$ cat src/rtl/alu16_pkg.sv
package alu16_pkg;

    localparam logic [5:0] OP_ADD = 6'b010001;
    localparam logic [5:0] OP_INC = 6'b010010;
    localparam logic [5:0] OP_SUB = 6'b010011;
    localparam logic [5:0] OP_DEC = 6'b010100;
    localparam logic [5:0] OP_AND = 6'b010101;
    localparam logic [5:0] OP_OR  = 6'b010110;
    localparam logic [5:0] OP_XOR = 6'b010111;
    localparam logic [5:0] OP_NOT = 6'b011000;
    localparam logic [5:0] OP_SHL = 6'b011001;
    localparam logic [5:0] OP_SHR = 6'b011010;
    localparam logic [5:0] OP_ROL = 6'b011011;
    localparam logic [5:0] OP_ROR = 6'b011100;
    localparam logic [5:0] OP_SWP = 6'b011101;

    // Packed with C in bit 0 up to O in bit 6.
    typedef struct packed {
        logic o;
        logic n;
        logic z;
        logic tc;
        logic hc;
        logic qc;
        logic c;
    } flags_t;

    typedef enum logic [2:0] {
        GRP_ARITH,
        GRP_LOGIC,
        GRP_SHIFT,
        GRP_MOVE,
        GRP_NONE
    } op_grp_e;

    localparam flags_t WE_ARITH = 7'b1111111;
    localparam flags_t WE_LOGIC = 7'b0010000;
    localparam flags_t WE_SHIFT = 7'b0010001;
    localparam flags_t WE_NONE  = 7'b0000000;

    function automatic op_grp_e op_group(input logic [5:0] op);
        op_grp_e g;
        case (op)
            OP_ADD, OP_INC, OP_SUB, OP_DEC: g = GRP_ARITH;
            OP_AND, OP_OR, OP_XOR, OP_NOT:  g = GRP_LOGIC;
            OP_SHL, OP_SHR:                 g = GRP_SHIFT;
            OP_ROL, OP_ROR, OP_SWP:         g = GRP_MOVE;
            default:                        g = GRP_NONE;
        endcase
        return g;
    endfunction

    function automatic logic op_subtracts(input logic [5:0] op);
        return (op == OP_SUB) || (op == OP_DEC);
    endfunction

    function automatic logic op_unit_step(input logic [5:0] op);
        return (op == OP_INC) || (op == OP_DEC);
    endfunction

endpackage

$ cat src/rtl/alu16_addsub.sv
module alu16_addsub #(
    parameter int W   = 16,
    parameter int NIB = 4
) (
    input  logic [W-1:0]     a,
    input  logic [W-1:0]     b,
    input  logic             sub,
    output logic [W-1:0]     sum,
    output logic [W/NIB-1:0] lane_cy,
    output logic             ovf
);
    localparam int LANES = W / NIB;

    logic [W-1:0]   b_eff;
    logic [LANES:0] chain;

    assign b_eff    = sub ? ~b : b;
    assign chain[0] = sub;

    // Nibble-wide adder slices: each slice's carry feeds the next.
    for (genvar i = 0; i < LANES; i++) begin : g_lane
        assign {chain[i+1], sum[i*NIB +: NIB]} =
            {1'b0, a[i*NIB +: NIB]} + {1'b0, b_eff[i*NIB +: NIB]} +
            {{NIB{1'b0}}, chain[i]};
    end

    // Subtraction reports borrow, the inverse of the raw carry.
    assign lane_cy = chain[LANES:1] ^ {LANES{sub}};
    assign ovf     = (a[W-1] == b_eff[W-1]) && (sum[W-1] != a[W-1]);

endmodule

$ cat src/rtl/alu16_bitops.sv
module alu16_bitops
    import alu16_pkg::*;
#(
    parameter int W = 16
) (
    input  logic [5:0]   op,
    input  logic [W-1:0] a,
    input  logic [W-1:0] b,
    input  logic         cin,
    output logic [W-1:0] res,
    output logic         cout
);
    localparam int HALF = W / 2;

    always_comb begin
        res  = a;
        cout = 1'b0;
        case (op)
            OP_AND: res = a & b;
            OP_OR:  res = a | b;
            OP_XOR: res = a ^ b;
            OP_NOT: res = ~a;
            OP_SHL: begin
                res  = {a[W-2:0], cin};
                cout = a[W-1];
            end
            OP_SHR: begin
                res  = {cin, a[W-1:1]};
                cout = a[0];
            end
            OP_ROL: res = {a[W-2:0], a[W-1]};
            OP_ROR: res = {a[0], a[W-1:1]};
            OP_SWP: res = {a[HALF-1:0], a[W-1:HALF]};
            default: res = a;
        endcase
    end

endmodule

$ cat src/rtl/alu16_flagreg.sv
module alu16_flagreg
    import alu16_pkg::*;
(
    input  logic   clk,
    input  logic   rst,
    input  flags_t fl_new,
    input  flags_t fl_we,
    output flags_t fl_q
);
    always_ff @(posedge clk) begin
        if (rst) fl_q <= '0;
        else     fl_q <= (fl_q & ~fl_we) | (fl_new & fl_we);
    end

    // with no enable, the register keeps its value.
    p_hold_r11: assert property (@(posedge clk) disable iff (rst)
        (fl_we == '0) |=> $stable(fl_q));

    // enabled bits take the candidate values of the previous cycle.
    p_write_r11: assert property (@(posedge clk) disable iff (rst)
        (fl_we != '0) |=> ((fl_q & $past(fl_we)) == ($past(fl_new) & $past(fl_we))));

    // reset clears the register.
    p_reset_r11: assert property (@(posedge clk)
        rst |=> (fl_q == '0));

endmodule

$ cat src/rtl/alu16_nib.sv
module alu16_nib
    import alu16_pkg::*;
#(
    parameter int W   = 16,
    parameter int NIB = 4
) (
    input  logic         clk,
    input  logic         rst,
    input  logic [5:0]   op,
    input  logic [W-1:0] rd_val,
    input  logic [W-1:0] src_val,
    input  logic         carry_in,
    output logic [W-1:0] result,
    output logic [6:0]   flag_new,
    output logic [6:0]   flag_we,
    output logic [6:0]   flags_q
);
    localparam int LANES = W / NIB;

    op_grp_e        grp;
    logic [W-1:0]   addend;
    logic [W-1:0]   as_sum;
    logic [LANES-1:0] as_cy;
    logic           as_ovf;
    logic [W-1:0]   bo_res;
    logic           bo_cout;
    flags_t         fn;
    flags_t         we;
    flags_t         fq;

    assign grp    = op_group(op);
    assign addend = op_unit_step(op) ? W'(1) : src_val;

    alu16_addsub #(.W(W), .NIB(NIB)) u_addsub (
        .a       (rd_val),
        .b       (addend),
        .sub     (op_subtracts(op)),
        .sum     (as_sum),
        .lane_cy (as_cy),
        .ovf     (as_ovf)
    );

    alu16_bitops #(.W(W)) u_bitops (
        .op   (op),
        .a    (rd_val),
        .b    (src_val),
        .cin  (carry_in),
        .res  (bo_res),
        .cout (bo_cout)
    );

    always_comb begin
        result = rd_val;
        fn     = '0;
        we     = WE_NONE;
        case (grp)
            GRP_ARITH: begin
                result = as_sum;
                fn.c   = as_cy[LANES-1];
                fn.qc  = as_cy[0];
                fn.hc  = as_cy[1];
                fn.tc  = as_cy[2];
                fn.z   = (as_sum == '0);
                fn.n   = as_sum[W-1];
                fn.o   = as_ovf;
                we     = WE_ARITH;
            end
            GRP_LOGIC: begin
                result = bo_res;
                fn.z   = (bo_res == '0);
                we     = WE_LOGIC;
            end
            GRP_SHIFT: begin
                result = bo_res;
                fn.c   = bo_cout;
                fn.z   = (bo_res == '0);
                we     = WE_SHIFT;
            end
            GRP_MOVE: result = bo_res;
            default:  result = rd_val;
        endcase
    end

    alu16_flagreg u_flagreg (
        .clk    (clk),
        .rst    (rst),
        .fl_new (fn),
        .fl_we  (we),
        .fl_q   (fq)
    );

    assign flag_new = fn;
    assign flag_we  = we;
    assign flags_q  = fq;

    // codes outside the table pass the operand, no enables.
    p_unknown_pass_r10: assert property (@(posedge clk) disable iff (rst)
        (op_group(op) == GRP_NONE) |-> (result == rd_val && flag_we == 7'b0));

    // bitwise group may only touch Z.
    p_logic_mask_r6: assert property (@(posedge clk) disable iff (rst)
        (op >= OP_AND && op <= OP_NOT) |-> (flag_we == 7'b0010000));

    // rotates change no flags.
    p_rot_noflag_r8: assert property (@(posedge clk) disable iff (rst)
        (op == OP_ROL || op == OP_ROR) |-> (flag_we == 7'b0));

    // byte exchange changes no flags and keeps the bit population.
    p_swap_noflag_r9: assert property (@(posedge clk) disable iff (rst)
        (op == OP_SWP) |-> (flag_we == 7'b0 && $countones(result) == $countones(rd_val)));

    // an enabled Z agrees with the result value.
    p_zero_flag_r5: assert property (@(posedge clk) disable iff (rst)
        flag_we[4] |-> (flag_new[4] == (result == '0)));

    // N follows the result sign for arithmetic.
    p_neg_flag_r5: assert property (@(posedge clk) disable iff (rst)
        (op >= OP_ADD && op <= OP_DEC) |-> (flag_new[5] == result[W-1]));

    // left shift takes carry in at bit 0 and sends bit 15 out.
    p_shl_carry_r7: assert property (@(posedge clk) disable iff (rst)
        (op == OP_SHL) |-> (result[0] == carry_in && flag_new[0] == rd_val[W-1]));

    // add enables every flag.
    p_add_mask_r1: assert property (@(posedge clk) disable iff (rst)
        (op == OP_ADD) |-> (flag_we == 7'b1111111));

endmodule

$ cat config.mk
export PLATFORM = sky130hd
export DESIGN_NAME = alu16_nib
export DESIGN_NICKNAME = d
export VERILOG_FILES = /design/src/rtl/alu16_pkg.sv /design/src/rtl/alu16_addsub.sv /design/src/rtl/alu16_bitops.sv /design/src/rtl/alu16_flagreg.sv /design/src/rtl/alu16_nib.sv
export SDC_FILE = /design/constraint.sdc
export NUM_CORES = 1
export LEC_CHECK = 0
export ABC_AREA = 1
export BUFFER_PORTS_ARGS = -buffer_cell sky130_fd_sc_hd__clkbuf_2
export CORE_UTILIZATION = 45
export CTS_CLUSTER_SIZE = 12
export DETAILED_ROUTE_END_ITERATION = 16
export PLACE_DENSITY = 0.77
export SYNTH_ARGS = -nofsm -noshare
export SYNTH_HDL_FRONTEND = slang
export SYNTH_HIERARCHICAL = 1
export SYNTH_SLANG_ARGS = --single-unit
$ cat constraint.sdc
create_clock -name clk -period 6.7 [get_ports clk]
set_clock_uncertainty 0.2 [all_clocks]
set_input_delay 0 -clock clk [delete_from_list [all_inputs] [get_ports clk]]
set_output_delay 0 -clock clk [all_outputs]
set_load 0.05 [all_outputs]
==> results by group <==
STA
  – Final WS setup: just over 0.8 ns
  – # setup viols final: 0
  – Achievable clock frequency: approximately 170 MHz
  – Unrepaired setup endpoints after global routing: no
  – Relative slew slack: between 30% and 40%
  – Crit share post-route: 87.9%
  – Worst slew pin tran: between 1 and 1.5 ns
  – Fin crit period: around 5.9 ns
  – Hold slack: 0.219 ns
  – Hold Vio Cnt, Final: 0
  – Slew Viols, Final: 0
  – Setup TNS: 0 ns

Critical path
  – CP max FO: 15
  – Most used cell, CP: fa_1
  – Critical path class: in -> out
  – CP Launch Point: op[0]
  – CP startpoint kind: primary input
  – CP peak stage delay: ~0.45 ns
  – Top delay family on crit path: adder cells
  – Slowest cell on crit path: fa_1
  – Data required time of the worst path: between 6 and 7 ns
  – Critical Path End Type: output port
  – CP bufs+invs: 9
  – WP data arrival: approximately 5.7 ns

Logic synthesis
  – Number of synthesized register bits: 7
  – Post-synth EDFFs: 0
  – Share of the synthesized area in the top cell type: 19.9%
  – Synthesized instance count: 751
  – Async SR Flop Fraction: 0%
  – Top post-synthesis cells by area: nand2_1, nand3_1, ha_1, inv_1, nor2_1
  – Syn Nets: approximately 850
  – Post-synthesis cell type count: 28
  – Synth top cells by count: nand2_1, nand3_1, inv_1
  – Synth Area per Inst: around 5.4 µm²
  – Top cell type by total area after synthesis: nand2_1
  – Synth warn: 6
  – Seq/Total Area, Yosys: about 3.4%
  – Mapped Area: 0.00409 mm²
  – Main synth FF type: dfxtp_1
  – Most frequent cell after synthesis: nand2_1

Floorplan
  – Die area: 0.00948 mm²
  – DIE HEIGHT: 97.4 µm
  – Die X: 97.4 µm
  – I/O pins: 78
  – Rows: 34
  – Core Region: 0.00876 mm²
  – Initial Util: between 40% and 50%

Hold path
  – Worst Min Path Start: op[3]
  – Hold Path Class: in -> reg

Placed design
  – Final Wtd Congestion: 1.00
  – Pre-CTS setup slack: 0.897 ns
  – IO Port Bufs: 77
  – Placed insts: 908
  – Post-DP HPWL: 9700 µm
  – Dpl cell area: 0.00443 mm²

Clocking
  – CTS H-tree lvls: 1
  – CTS root buf: clkbuf_8
  – PostCTS Resize Cnt: 0
  – Worst-path clk slew: 0.04 ns
  – Clock Sinks: 7
  – CTS Buf Count: 3
  – CTS Buffer Depth: 2
  – CTS tree: done
  – Clk_lat worst skew: around 0.23 ns

Global route
  – Vias in the first global route: approximately 4.5k
  – Tot GR Track Use: 28.4%
  – Initial antenna violation count: 0
  – Largest net degree at the start of global routing: 53
  – First-pass GRT wire length: 22200 µm
  – Total grt overflow: 0

Power
  – Worst VDD drop: 0.0638 mV
  – Lkg Pwr: between 2 and 3 nW
  – P per Cell Area: 102 mW/mm²
  – Total Power: about 0.46 mW

Final layout
  – Ant. Diodes: 0
  – Finished Cell Area: 0.00449 mm²
  – Fraction of layout cells with a size suffix above 1: 13.8%
  – Non-filler cells, final: 913
  – Syn-to-layout area delta: 9.66%
  – Final Util: 51.2%
  – Fin nets: 902

Detailed routing
  – Antenna viol nets, final: 0
  – Vias/cell: ~5.6
  – Wire per inst: between 15 and 20 µm
  – Routed wire length: between 10000 and 15000 µm
  – Via count: a little over 5k
  – Iter 0 DRT Violations: about 580
  – Drt drc: 0
  – First drt pass iteration count: 5

Outcome
  – Status: finished clean

Run
  – Maxcap violations: 0
## report_power, final
group	leakage, nW	total [mW]	internal [mW]	switching [mW]
Sequential	0.0574	0.0460	0.0447	0.00131
Combinational	2.61	0.352	0.0982	0.254
Clock	0.0228	0.0598	0.0412	0.0186
## routing by layer
metal  part of all wire (%)  track usage, %
met1                     42            38.6
met2                     42            45.4
met3                     12            2.37
met4                    4.1            13.3
met5                      0               0
## cells by family (layout without fill, tap and decap cells)
logic type / Yosys count / in the layout / synth area share, %
AO/OA/AOI/OAI: 12 / 12 / 1.53
XOR/XNOR: 21 / 21 / 4.50
adder cells (fa/ha/maj): 55 / 55 / 18.1
buffers and inverters: 137 / 191 / 14.8
flip-flops: 7 / 7 / 3.42
AND/OR/NAND/NOR: 519 / 519 / 57.6
## cell usage in the layout (no fill, tap or decap)
cell type	count
a21o_1	1
a21oi_1	8
buf_4	4
clkbuf_1	1
clkbuf_2	77
clkbuf_8	3
dfxtp_1	7
dlygate4sd3_1	1
fa_1	7
ha_1	48
inv_1	99
inv_2	6
nand2_1	217
nand2_2	3
nand2_4	2
nand3_1	148
nand3_4	1
nand3b_1	18
nand4_1	19
nor2_1	96
nor2_2	10
nor2_4	2
nor2_8	2
o21ai_0	3
or2_2	1
xnor2_1	7
xor2_1	14
## what timing repair did
| action | 4_1_cts | 5_1_grt |
|---|---|---|
| hold buffers | 1 | 0 |
| setup buffers | 0 | 0 |
| hold endpoints to repair | 7 | 0 |
## area by class of cell
cell class	count	area [µm²]
clock buffer	4	45.0
tap	108	135
inverter	105	394
sequential	7	140
multi-input combinational	607	3350
timing repair buffer	82	425
fill	961	4280
## worst min-delay path, delay by kind of cell
family / cells / cell delay (ns)
buffers and inverters: 1 / 0.19
and+or+nand+nor: 5 / 0.41
## worst paths after layout
check | to | slack, ns | depth (start not counted)
max | flag_new[4] | 0.81 | 32
min | flip-flop | 0.22 | 6
max reg2reg | flip-flop | 5.94 | 2
min reg2reg | flip-flop | 0.28 | 2
(Power assumes the default switching activity.)
